File: src/rtl/floor_digit_pkg.sv
package floor_digit_pkg;
  localparam int SEG_W = 7;
  typedef logic [SEG_W-1:0] seg_t;
  // Bit positions: a is the most significant bit, g the least.
  localparam int SEG_A = 6;
  localparam int SEG_B = 5;
  localparam int SEG_C = 4;
  localparam int SEG_D = 3;
  localparam int SEG_E = 2;
  localparam int SEG_F = 1;
  localparam int SEG_G = 0;
  localparam seg_t SEG_BLANK = '0;
endpackage

File: src/rtl/fd_glyph_rom.sv
module fd_glyph_rom
  import floor_digit_pkg::*;
#(
  parameter int FLOOR_W   = 3,
  parameter int MAX_FLOOR = 4
) (
  input  logic [FLOOR_W-1:0] idx,
  output seg_t               glyph
);
  always_comb begin
    glyph = SEG_BLANK;
    if (idx <= FLOOR_W'(MAX_FLOOR)) begin
      case (int'(idx))
        0: begin
          glyph[SEG_A] = 1'b1; glyph[SEG_B] = 1'b1; glyph[SEG_C] = 1'b1;
          glyph[SEG_D] = 1'b1; glyph[SEG_E] = 1'b1; glyph[SEG_F] = 1'b1;
        end
        1: begin
          glyph[SEG_B] = 1'b1; glyph[SEG_C] = 1'b1;
        end
        2: begin
          glyph[SEG_A] = 1'b1; glyph[SEG_B] = 1'b1; glyph[SEG_D] = 1'b1;
          glyph[SEG_E] = 1'b1; glyph[SEG_G] = 1'b1;
        end
        3: begin
          glyph[SEG_A] = 1'b1; glyph[SEG_B] = 1'b1; glyph[SEG_C] = 1'b1;
          glyph[SEG_D] = 1'b1; glyph[SEG_G] = 1'b1;
        end
        4: begin
          glyph[SEG_B] = 1'b1; glyph[SEG_C] = 1'b1;
          glyph[SEG_F] = 1'b1; glyph[SEG_G] = 1'b1;
        end
        default: glyph = SEG_BLANK;
      endcase
    end
  end
endmodule

File: src/rtl/fd_half_timer.sv
module fd_half_timer #(
  parameter int CLK_HZ = 50_000_000
) (
  input  logic clk,
  input  logic rst,
  input  logic restart,
  output logic lit_phase
);
  localparam int HALF = (CLK_HZ / 2 > 0) ? CLK_HZ / 2 : 1;
  localparam int CW   = $clog2(HALF + 1);

  logic [CW-1:0] cnt;

  always_ff @(posedge clk) begin
    if (rst || restart) begin
      cnt <= '0;
    end else if (cnt != CW'(HALF)) begin
      cnt <= cnt + 1'b1;
    end
  end

  assign lit_phase = (cnt < CW'(HALF));

  // The count always returns to zero after a restart.
  assert_restart_clears_R5: assert property (@(posedge clk) disable iff (rst)
    restart |=> (cnt == '0));
  // The count never runs past the half-period limit.
  assert_no_overflow_R5: assert property (@(posedge clk) disable iff (rst)
    cnt <= CW'(HALF));
endmodule

File: src/rtl/fd_blink_seq.sv
module fd_blink_seq #(
  parameter int BLINKS = 5
) (
  input  logic clk,
  input  logic rst,
  input  logic arrive,
  input  logic sec_tick,
  output logic active
);
  localparam int BW = (BLINKS > 1) ? $clog2(BLINKS) : 1;

  logic [BW-1:0] done_cnt;

  always_ff @(posedge clk) begin
    if (rst) begin
      active   <= 1'b0;
      done_cnt <= '0;
    end else if (arrive) begin
      active   <= 1'b1;
      done_cnt <= '0;
    end else if (active && sec_tick) begin
      if (done_cnt == BW'(BLINKS - 1)) begin
        active   <= 1'b0;
        done_cnt <= '0;
      end else begin
        done_cnt <= done_cnt + 1'b1;
      end
    end
  end

  // An arrival always opens a fresh sequence.
  assert_arrive_restarts_R7: assert property (@(posedge clk) disable iff (rst)
    arrive |=> (active && done_cnt == '0));
  // Without a tick or an arrival, the sequence holds its place.
  assert_hold_without_tick_R6: assert property (@(posedge clk) disable iff (rst)
    (active && !arrive && !sec_tick) |=> (active && $stable(done_cnt)));
  // While idle, a tick does not start anything.
  assert_idle_tick_ignored_R8: assert property (@(posedge clk) disable iff (rst)
    (!active && !arrive) |=> !active);
  // The flash count stays in range.
  assert_count_range_R6: assert property (@(posedge clk) disable iff (rst)
    done_cnt <= BW'(BLINKS - 1));
endmodule

File: src/rtl/floor_digit_blinker.sv
module floor_digit_blinker
  import floor_digit_pkg::*;
#(
  parameter int CLK_HZ    = 50_000_000,
  parameter int BLINKS    = 5,
  parameter int FLOOR_W   = 3,
  parameter int MAX_FLOOR = 4
) (
  input  logic               clk,
  input  logic               rst,
  input  logic [FLOOR_W-1:0] floor_idx,
  input  logic               arrive,
  input  logic               sec_tick,
  output logic [6:0]         seg_out,
  output logic               blink_on
);
  seg_t glyph;
  logic lit_phase;
  logic seq_active;

  fd_glyph_rom #(.FLOOR_W(FLOOR_W), .MAX_FLOOR(MAX_FLOOR)) u_rom (
    .idx   (floor_idx),
    .glyph (glyph)
  );

  fd_half_timer #(.CLK_HZ(CLK_HZ)) u_timer (
    .clk       (clk),
    .rst       (rst),
    .restart   (arrive || sec_tick),
    .lit_phase (lit_phase)
  );

  fd_blink_seq #(.BLINKS(BLINKS)) u_seq (
    .clk      (clk),
    .rst      (rst),
    .arrive   (arrive),
    .sec_tick (sec_tick),
    .active   (seq_active)
  );

  always_ff @(posedge clk) begin
    if (rst) begin
      seg_out  <= SEG_BLANK;
      blink_on <= 1'b0;
    end else begin
      seg_out  <= (seq_active && !lit_phase) ? SEG_BLANK : glyph;
      blink_on <= seq_active;
    end
  end

  // An out-of-range floor index always blanks the digit.
  assert_invalid_blank_R2: assert property (@(posedge clk) disable iff (rst)
    (floor_idx > FLOOR_W'(MAX_FLOOR)) |=> (seg_out == SEG_BLANK));
  // In the dark half of a flash the digit is off.
  assert_dark_half_R5: assert property (@(posedge clk) disable iff (rst)
    (seq_active && !lit_phase) |=> (seg_out == SEG_BLANK));
  // While idle, the digit follows the floor index one clock later.
  assert_idle_steady_R9: assert property (@(posedge clk) disable iff (rst)
    (!seq_active) |=> (seg_out == $past(glyph) && !blink_on));
endmodule

File: config.mk
export PLATFORM = sky130hd
export DESIGN_NAME = floor_digit_blinker
export DESIGN_NICKNAME = d
export VERILOG_FILES = /design/src/rtl/floor_digit_pkg.sv /design/src/rtl/fd_glyph_rom.sv /design/src/rtl/fd_half_timer.sv /design/src/rtl/fd_blink_seq.sv /design/src/rtl/floor_digit_blinker.sv
export SDC_FILE = /design/constraint.sdc
export NUM_CORES = 1
export LEC_CHECK = 0
export ABC_CLOCK_PERIOD_IN_PS = 1680
export BUFFER_PORTS_ARGS = -buffer_cell sky130_fd_sc_hd__buf_2
export CAP_MARGIN = 0
export CORE_MARGIN = 2
export CORE_UTILIZATION = 52
export DETAILED_ROUTE_END_ITERATION = 8
export MAX_ROUTING_LAYER = met4
export PLACE_DENSITY = 0.74
export SYNTH_ARGS = -nofsm -noshare
export SYNTH_HDL_FRONTEND = slang
export SYNTH_SLANG_ARGS = --single-unit
File: constraint.sdc
create_clock -name clk -period 1.68 [get_ports clk]
set_input_delay 0.336 -clock clk [delete_from_list [all_inputs] [get_ports clk]]
set_output_delay 0.336 -clock clk [all_outputs]
set_load 0.05 [all_outputs]
# --- After elaboration in Yosys (flattened, before gate mapping) ---
# Cells that the tools add are included.
totals:
  reg_bits: 37
  inputBits: 7
  output_inout_bits: 8
  wordCells: 43
op_classes:
  addsub: 2
  magnitude_cmp: 2
  n_eq_ne: 6
  mux: 10
  n_bitwise: 1
  reduce_logical: 17
op_table:
  columns: ["cell", "count"]
  rows:
  - ["$add 25x1->25 const B", 1]
  - ["$lt 25x25->1 const B", 1]
  - ["$ne 25x25->1 const B", 1]
  - ["$mux 1", 9]
  - ["$reduce_or 3->1", 3]
  - ["$eq 3x2->1 const B", 2]
  - ["$eq 3x3->1 const B", 2]
  - ["$reduce_or 2->1", 3]
  - ["$reduce_or 5->1", 1]
  - ["$reduce_bool 2->1", 2]
  - ["$reduce_or 4->1", 1]
  - ["$add 3x1->3 const B", 1]
  - ["$eq 3x1->1 const B", 1]
  - ["$le 3x3->1 const B", 1]
  - ["$logic_not 3->1", 1]
  - ["$mux 3", 1]
  - ["$logic_and 1x1->1", 2]
  - ["$logic_or 1x1->1", 2]
  - ["$reduce_and 2->1", 1]
  - ["$logic_not 1->1", 1]
  - ["$not 1->1", 1]

# --- Longest topological paths before layout ---
# Gate-level depths: netlist (run 1).
logic_depth:
  ltp_word: 4
  mapped_depth: 6
  depth_no_buf: 6

# --- Cells and area by module ---
# A second synthesis (run 1) with hierarchy kept.
unflattened:
  hier_cells: 191
  area_unflattened_um2: 1798.0
by_module_without_submodules:
  columns: ["module", "n_inst", "cells_per_inst", "area_each_um2", "seq_area_each_um2"]
  rows:
  - ["fd_half_timer", 1, 142, 1238.7, 500.5]
  - ["floor_digit_blinker", 1, 20, 292.8, 160.2]
  - ["fd_blink_seq", 1, 21, 210.2, 80.1]
  - ["fd_glyph_rom", 1, 8, 56.3, 0.0]

# --- Worst setup path before layout (run 1) ---
# Ideal clock, no wire load.
synth_timing:
  path_type: "reg-to-reg"
  from: "reg u_timer.cnt[3]"
  to: "reg u_timer.cnt[21]"
  setup_ps: 70
  arrival_time_ps: 1755
  required_ps: 1610
  path_slack_ps: -144
  path_stages_with_launch: 6
  n_path_buf: 1
  period_less_slack_ps: 1824
  path_cell_list: "dfxtp_1 -> nand3_2 -> or4_1 -> buf_2 -> or4_1 -> a21oi_1"
synth_via:
  elab_chain_len: 1
  word_cells_on_any_way: 2
  classes_between: "add/sub (1); eq/ne (1)"
synth_rtl:
  columns: ["item", "line_no", "text"]
  rows:
  - ["from (decl)", "fd_half_timer.sv:12", "logic [CW-1:0] cnt;"]
  - ["from (signal assigned)", "fd_half_timer.sv:18", "cnt <= cnt + 1'b1;"]
  - ["$add 25x1->25 / $ne 25x25->1 (equally long branches)", "fd_half_timer.sv:18, fd_half_timer.sv:17", null]
# Several ways; a longest one is shown, not always the timed one.
# A chain may end at the register's enable or synchronous reset.

# --- Worst setup path after layout (run 1) ---
layout_timing:
  from: "reg u_timer.cnt[8]"
  to: "reg u_timer.cnt[17]"
# The elaborated chain is that of the path after synthesis.

==> summary.md, run 1 <==
| Metric | Value |
|---|---|
| Outcome | `complete, but fails checks` |
| Failing checks | `setup timing` |
| First-iteration detailed-routing DRC count | `between 60 and 70` |
| Worst-path fanout max | `9` |
| Fraction of post-synthesis cell area in the top cell type by area | `between 40% and 50%` |
| Largest net degree at the start of global routing | `25` |
| Normalized max-slew margin | `roughly two thirds` |
| Via count of the first global-routing pass | `about 1,600` |
| Setup WS post-layout | `-0.0578 ns` |
| Number of slew-limit violations in the final report | `0` |
| Most used flip-flop cell after synthesis | `dfxtp_1` |
| Crit end category | `flip-flop` |
| Most common cell after layout, fill and taps aside | `buf_4` |
| Cts-stage hold buffer count | `0` |
| Highest cell delay on the worst timing path | `0.55 ns` |
| WL final | `roughly 4.1 mm` |
| Hold Startpoint | `floor_idx[0]` |
| Vias per cell | `between 5 and 6` |
| DIE WIDTH | `around 62 um` |
| Quantity of I/O buffers inserted on ports | `14` |
| Number of clock sinks seen by CTS | `36` |
| Worst path required time | `about 1.9 ns` |
| Number of antenna violations at the first check in global routing | `0` |
| H-tree levels | `2` |
| Post-Synthesis Net Count | `about 210` |
| Inserted Diodes | `0` |
| Number of top-level pins | `15` |
| Total of max-cap violations | `0` |
| Sum of overflow across all layers after global routing | `0` |
| Power per cell area | `between 700 and 800 nW/um^2` |
| Count of different cell masters after synthesis | `41` |
| Async S/R FF share, synth | `0%` |
| CTS tree | `done` |
| Critical Path Slowest Stage Cell | `or4_4` |
| Measured slew at the worst slew-check pin | `between 0.5 and 0.6 ns` |
| Standard cell area after detailed placement | `slightly above 2000 sq um` |
| Worst hold path class | `in -> reg` |
| Number of standard-cell rows in the floorplan | `21` |
| Worst Reg2Reg Path Length in Cells | `5` |
| Flip-flop and latch area | `741 sq um` |
| Accumulated negative setup slack | `-0.0578 ns` |
| Count of mapped cells out of synthesis | `201` |
| Half-perimeter wire length after placement | `~3 mm` |
| Share of synthesized area occupied by flip-flops and latches | `between 40% and 50%` |
| Register bit total from synthesis | `36` |
| Cell-by-cell trace of the critical path | `nand4_1 -> or4_4 -> buf_4 -> o31ai_1 -> a21oi_2` |
| Maximum number of buffers from clock root to sink | `2` |
| Start of the worst register-to-register path | `u_timer.cnt[8]` |
| Leading cell types in the layout, fill and taps excluded | `buf_4 (25), dfxtp_1 (24), a21oi_1 (17)` |
| Syn-to-layout area delta | `27.2%` |
| Critical Path Source Type | `flip-flop` |
| Vias after detailed routing | `~1,700` |
| Effective utilization at floorplan | `53.0%` |
| Pre-Repair DR Iteration Count | `4` |
| Time the worst path needs with I/O delays and setup | `1.74 ns` |
| Reported leakage power | `slightly below 0.8 nW` |
| DRC viols | `0` |
| Share of final-layout standard cells stronger than drive strength 1 | `a little over a third` |
| Number of buffers and inverters on the critical path | `1` |
| Routed length per placed instance | `14.3 um` |
| Area occupied by multi-input gates | `1040 sq um` |
| Final worst clock skew | `between 0.01 and 0.015 ns` |
| First-pass GRT wire length | `~7 mm` |
| Average cell area after synthesis | `around 8.7 sq um` |
| Clock root buffer | `clkbuf_4` |
| Unrepaired setup endpoints after global routing | `yes` |
| Top post-synthesis cells by area | `dfxtp_1 (41%), a21oi_1 (5.7%), and4_1 (4.0%), ha_1 (2.9%), nand4_1 (2.9%)` |
| Hold violation total from the final report | `0` |
| Worst r2r dst | `u_timer.cnt[17]` |
| Start-to-end type of the worst setup path | `reg -> reg` |
| Register-to-register path setup slack | `-0.06 ns` |
| Final clock period utilization by the worst path | `103%` |
| Final std cell area, no fill | `roughly 2200 sq um` |
| Post-Syn Area | `between 1500 and 2000 sq um` |
| Critical path's top delay family | `simple AND/OR/NAND/NOR gates` |
| Final setup vio count | `1` |
| Count of nets left with antenna violations after detail routing | `0` |
| Area of the core | `between 3000 and 4000 sq um` |
| Gp weighted congestion | `between 0.7 and 0.8` |
| Maximum achievable frequency | `575 MHz` |
| Clock latency at the later pin of the worst-skew pair | `around 0.35 ns` |
| Die outline area | `~3800 sq um` |
| Number of buffers inserted during clock tree synthesis | `5` |
| Clock-pin transition on the worst setup and hold timing paths | `around 0.12 ns` |
| Hold Path Stages | `2` |
| Count of synthesis-stage warnings from yosys | `0` |
| Worst hold path endpoint | `seg_out[2]` |
| EDFF count, synth | `0` |
| GRT Resource Usage Total | `between 20% and 30%` |
| Crit path DAT | `1.99 ns` |
| Cell type contributing the most total cell area after synthesis | `dfxtp_1` |
| Die height | `between 60 and 70 um` |
| Fill count | `between 200 and 300` |
| Maximum ir drop on the vdd rail | `roughly 570 uV` |
| Number of nets at the end of the flow | `between 200 and 300` |
-- synthesized netlist by cell type, drive strengths merged, types with 2 or more instances --
master / count
a2111oi: 3
a211oi: 2
a21oi: 20
and2: 2
and4: 9
buf: 2
clkbuf: 6
dfxtp: 36
ha: 4
inv: 8
mux2i: 2
nand2: 13
nand2b: 2
nand3: 10
nand4: 8
nor2: 12
nor3: 7
nor4: 5
o21ai: 10
o31ai: 5
or2: 2
or3: 8
or4: 6
xnor2: 5
xor2: 3
-- worst max path at each step --
stage | startpoint | end | cells past startpoint
after floorplan | u_timer.cnt[0] | u_timer.cnt[20] | 6
after global placement | u_timer.cnt[6] | u_timer.cnt[13] | 4
after detailed placement | u_timer.cnt[10] | seg_out[4] | 5
after CTS | u_timer.cnt[1] | u_timer.cnt[20] | 6
after global routing | u_timer.cnt[7] | u_timer.cnt[17] | 5
final | u_timer.cnt[8] | u_timer.cnt[17] | 5
-- power breakdown --
group,internal (mW),switching [mW]
Combinational,0.0336,0.0752
Clock,0.311,0.306
Sequential,0.863,0.00741
Total,1.21,0.389
-- cell families after synthesis --
kind of cell    synth area share [%]
buf+inv                         4.31
simple gates                    31.0
compound gates                  14.7
xor+xnor                        4.02
mux                             1.80
flops                           41.4
fa+ha+maj                       2.87
-- routing by layer --
metal | GRT usage (%) | part of all wire, % | vias to the layer above
met5 | - | 0 | -
met3 | 6.83 | 3.9 | 7
li1 | - | - | 833
met4 | 9.73 | 1.7 | 0
met2 | 40.9 | 51 | 41
met1 | 29.3 | 44 | 785
-- cell type report --
cell class | count | share of cell area [%]
inverter | 8 | 1.36
clock inverter | 3 | 1.86
sequential | 36 | 33.4
clock buffer | 5 | 1.69
multi-input combinational | 149 | 46.9
timing repair buffer | 40 | 12.1
tap | 46 | 2.60
-- flip-flops by register name, indices dropped and copies added (netlist names) --
signal / cells
u_seq.active: 1
blink_on: 1
u_seq.done_cnt: 3
seg_out: 6
u_timer.cnt: 25
-- metrics by stage --
| stage | worst slack, ns | util, % | instances | power [mW] | hold WS (ns) |
|---|---|---|---|---|---|
| after floorplan | 0.00114 | - | 201 | 0.962 | 0.412 |
| after global placement | -0.0206 | 62.2 | 277 | 0.986 | 0.459 |
| after detailed placement | -0.176 | 62.2 | 277 | 0.991 | 0.485 |
| after CTS | 0.00728 | 65.4 | 286 | 1.60 | 0.161 |
| after global routing | -0.142 | 67.4 | 287 | 1.65 | 0.201 |
| final | -0.0578 | 67.4 | 287 | 1.60 | 0.193 |
-- repair_timing --
action,4_1_cts,5_1_grt
setup endpoints to repair,14,14
resized for setup,5,16
pin swaps,6,5
buffers inserted,1,1
Note: power is estimated with default switching activity, not from simulation.
==> run 2: changes to the inputs <==
--- a/config.mk
+++ b/config.mk
@@ -5,14 +5,16 @@
 export SDC_FILE = /design/constraint.sdc
 export NUM_CORES = 1
 export LEC_CHECK = 0
+export ABC_AREA = 1
 export ABC_CLOCK_PERIOD_IN_PS = 1680
 export BUFFER_PORTS_ARGS = -buffer_cell sky130_fd_sc_hd__buf_2
 export CAP_MARGIN = 0
 export CORE_MARGIN = 2
-export CORE_UTILIZATION = 52
+export CORE_UTILIZATION = 53
 export DETAILED_ROUTE_END_ITERATION = 8
+export GPL_TIMING_DRIVEN = 0
 export MAX_ROUTING_LAYER = met4
-export PLACE_DENSITY = 0.74
+export PLACE_DENSITY = 0.75
 export SYNTH_ARGS = -nofsm -noshare
 export SYNTH_HDL_FRONTEND = slang
 export SYNTH_SLANG_ARGS = --single-unit
==> run 2 against run 1 <==
  * The flow now finishes without violations
  * Wire length is 14% lower
  * Flip-flop and latch count stayed put
  * Power shrank 8.7%
  * Synthesized area rose by 5.7%
==> summary.md, run 2 <==
| Metric | Value |
|---|---|
| Fraction of post-synthesis cell area in the top cell type by area | `39.1% (was 41.4%)` |
| Count of synthesis-stage warnings from yosys | `0 (unchanged)` |
| Area of the core | `3340 sq um (was 3280 sq um)` |
| Clock network fraction of total power | `33.6% (was 38.7%)` |
| DR WL met2 | `1.59 mm (was 2.09 mm)` |
| Reg with most FFs | `u_timer.cnt (unchanged)` |
| Count of nets left with antenna violations after detail routing | `0 (unchanged)` |
| Reported leakage power | `0.713 nW (was 0.770 nW)` |
| Power per cell area | `716 nW/um^2 (was 721 nW/um^2)` |
| Accumulated negative setup slack | `0 ns (was -0.0578 ns)` |
| Measured slew at the worst slew-check pin | `0.286 ns (was 0.511 ns)` |
| Largest registers in the final layout | `u_timer.cnt x25, seg_out x6, u_seq.done_cnt x3 (unchanged)` |
| Start-to-end type of the worst setup path | `reg -> reg (unchanged)` |
| Syn-to-layout area delta | `10.6% (was 27.2%)` |
| Met3 routed wirelength | `204 um (was 161 um)` |
| Count of different cell masters after synthesis | `24 (was 41)` |
| Post-Syn Area | `1840 sq um (was 1740 sq um)` |
| Normalized max-slew margin | `80.8% (was 65.8%)` |
| Quantity of I/O buffers inserted on ports | `14 (unchanged)` |
| Register bit total from synthesis | `36 (unchanged)` |
| DIE WIDTH | `63.0 um (was 61.9 um)` |
| Number of antenna violations at the first check in global routing | `0 (unchanged)` |
| Cell type contributing the most total cell area after synthesis | `dfxtp_1 (unchanged)` |
| Clock latency at the later pin of the worst-skew pair | `0.35 ns (about the same)` |
| Effective utilization at floorplan | `55.2% (was 53.0%)` |
| Clock root buffer | `clkbuf_4 (unchanged)` |
| Critical Path Source Type | `flip-flop (unchanged)` |
| Gp weighted congestion | `0.892 (was 0.788)` |
| Total of max-cap violations | `0 (unchanged)` |
| Sum of overflow across all layers after global routing | `0 (unchanged)` |
| Hold violation total from the final report | `0 (unchanged)` |
| Unrepaired setup endpoints after global routing | `no (was yes)` |
| Final worst clock skew | `0.0180 ns (was 0.0110 ns)` |
| Dominant cell by count in the synthesized netlist | `nand2_1 (was dfxtp_1)` |
| Final std cell area, no fill | `2040 sq um (was 2210 sq um)` |
| WL final | `3.55 mm (was 4.11 mm)` |
| Post-CTS setup-driven buffer insertion count | `0 (was 1)` |
| Largest net degree at the start of global routing | `12 (was 25)` |
| Crit end category | `flip-flop (unchanged)` |
| Maximum ir drop on the vdd rail | `514 uV (was 569 uV)` |
| Internal Pwr Total | `1.10 mW (was 1.21 mW)` |
| Final setup vio count | `0 (was 1)` |
| Most common cell after layout, fill and taps aside | `nand2_1 (was buf_4)` |
| Number of clock sinks seen by CTS | `36 (unchanged)` |
| Via count of the first global-routing pass | `1,545 (was 1,557)` |
| Most used flip-flop cell after synthesis | `dfxtp_1 (unchanged)` |
| Vias per cell | `5.01 (was 5.80)` |
| Maximum number of buffers from clock root to sink | `2 (unchanged)` |
| Number of nets at the end of the flow | `305 (was 251)` |
| Standard cell area after detailed placement | `1970 sq um (was 2040 sq um)` |
| First-pass GRT wire length | `6.50 mm (was 6.87 mm)` |
| Fraction of the core area covered by cells at the end of the flow | `61.0% (was 67.4%)` |
| Number of standard-cell rows in the floorplan | `21 (unchanged)` |
| Async S/R FF share, synth | `0% (unchanged)` |
| Vias after detailed routing | `1,709 (was 1,666)` |
| Top post-synthesis cells by area | `dfxtp_1 (39%), nand2_1 (12%), nor2_1 (9.6%), inv_1 (7.3%), a21oi_1 (6.0%) (was dfxtp_1 (41%), a21oi_1 (5.7%), and4_1 (4.0%), ha_1 (2.9%), nand4_1 (2.9%))` |
| Outcome | `completed (was complete, but fails checks)` |
| Fill count | `332 (was 273)` |
| Maximum achievable frequency | `625 MHz (was 575 MHz)` |
| Worst path required time | `1.94 ns (was 1.93 ns)` |
| Post-Synthesis Net Count | `284 (was 212)` |
| Worst hold path class | `in -> reg (unchanged)` |
| Leading cell types in the layout, fill and taps excluded | `nand2_1 (57), nor2_1 (47), inv_1 (35) (was buf_4 (25), dfxtp_1 (24), a21oi_1 (17))` |
| Post-synth top cells | `nand2_1 (57), nor2_1 (47), dfxtp_1 (36), inv_1 (36), a21oi_1 (22) (was dfxtp_1 (36), a21oi_1 (20), nand2_1 (13))` |
| Number of buffers inserted during clock tree synthesis | `5 (unchanged)` |
| Share of power burned in registers | `59.7% (was 54.5%)` |
| First-iteration detailed-routing DRC count | `106 (was 69)` |
| Worst-path fanout max | `5 (was 9)` |
| Die height | `63.0 um (was 61.9 um)` |
| Final hold slack | `0.182 ns (was 0.193 ns)` |
| Half-perimeter wire length after placement | `2.68 mm (was 2.97 mm)` |
| Sum of routed wire segments on met1 | `1.70 mm (was 1.79 mm)` |
| Crit path DAT | `1.86 ns (was 1.99 ns)` |
| Average cell area after synthesis | `6.75 sq um (was 8.67 sq um)` |
| Number of slew-limit violations in the final report | `0 (unchanged)` |
| CTS tree | `done (unchanged)` |
| Top layer in use | `met4 (unchanged)` |
| Total power after layout | `1.46 mW (was 1.60 mW)` |
| Largest register FFs | `25 (unchanged)` |
| Routed length per placed instance | `10.4 um (was 14.3 um)` |
| Clock-pin transition on the worst setup and hold timing paths | `0.11 ns (was 0.12 ns)` |
| Count of mapped cells out of synthesis | `273 (was 201)` |
| Proportion of power drawn by combinational gates | `6.6% (was 6.8%)` |
| EDFF count, synth | `0 (unchanged)` |
| Die outline area | `3960 sq um (was 3830 sq um)` |
| Share of synthesized area occupied by flip-flops and latches | `39.1% (was 41.4%)` |
| Time the worst path needs with I/O delays and setup | `1.60 ns (was 1.74 ns)` |
| Fraction of power spent switching nets | `24.8% (was 24.3%)` |
| Final clock period utilization by the worst path | `95.2% (was 103%)` |
| GRT Resource Usage Total | `21.0% (was 25.1%)` |
| Inserted Diodes | `0 (unchanged)` |
| Number of top-level pins | `15 (unchanged)` |
| DRC viols | `0 (unchanged)` |
| Pre-Repair DR Iteration Count | `4 (unchanged)` |
| H-tree levels | `2 (unchanged)` |
| Share of final-layout standard cells stronger than drive strength 1 | `15.9% (was 35.3%)` |
| Switching power summed over all nets | `362 uW (was 389 uW)` |
## run 2: area by class of cell
cell class              instances  area [sq um]  area share, %
inverters                      37           139           6.82
clock inverters                 1          7.51          0.369
well taps                      46          57.6           2.83
clock buffers                   7          55.1           2.70
repair buffers                 14          70.1           3.44
flip-flops and latches         36           723           35.5
multi-input cells             198           972           47.7
plain buffers                   2          12.5          0.614
## run 2: final timing paths
check	end	depth (start not counted)	from	slack, ns
max	u_timer.cnt[20]	8	u_timer.cnt[0]	0.08
min	blink_on	2	rst	0.18
max reg2reg	u_timer.cnt[20]	8	u_timer.cnt[0]	0.08
min reg2reg	u_seq.done_cnt[2]	2	u_seq.done_cnt[2]	0.47
## run 2: metrics by stage
step	worst slack (ns)	instances
global placement	0.00367	333
finish	0.0808	341
global route	0.00749	341
CTS	0.0588	341
detailed placement	-0.00521	333
floorplan	0.266	273
## run 2: kinds of logic after synthesis
kind of cell,Yosys count,share of synthesized area (%)
flip-flops,36,39.1
AND/OR/NAND/NOR,149,36.8
adder cells (fa/ha/maj),4,2.72
XOR/XNOR,3,1.43
AO/OA/AOI/OAI,42,11.7
buffers and inverters,39,8.22
## run 2: repair_timing
| item | CTS | global route |
|---|---|---|
| setup endpoints to repair | 1 | 1 |
| gates resized for setup | 2 | 2 |
| hold buffers | 0 | 0 |
## run 2: per-layer routing
metal | up-vias | track usage, %
met5 | - | -
met4 | 0 | 7.78
met3 | 8 | 6.13
met2 | 48 | 32.2
met1 | 742 | 26.3
li1 | 911 | -
## run 2: power groups by stage
| stage | Clock (mW) | Sequential (mW) | Combinational, mW |
|---|---|---|---|
| 2_1_floorplan | 0 | 0.918 | 0.0415 |
| 3_3_place_gp | 0 | 0.890 | 0.0955 |
| 3_5_place_dp | 0 | 0.890 | 0.0967 |
| 4_1_cts | 0.515 | 0.871 | 0.0976 |
| 5_1_grt | 0.548 | 0.873 | 0.108 |
| 6_report | 0.491 | 0.871 | 0.0966 |
## run 2: worst max-delay path, stage by stage, from the launching register on
cell     delay (ns)
dfxtp_2        0.39
ha_2           0.24
inv_1          0.06
nor2_1         0.19
nand2_1        0.14
inv_2          0.13
nand4_1        0.12
o21ai_0        0.18
nor2_1         0.05
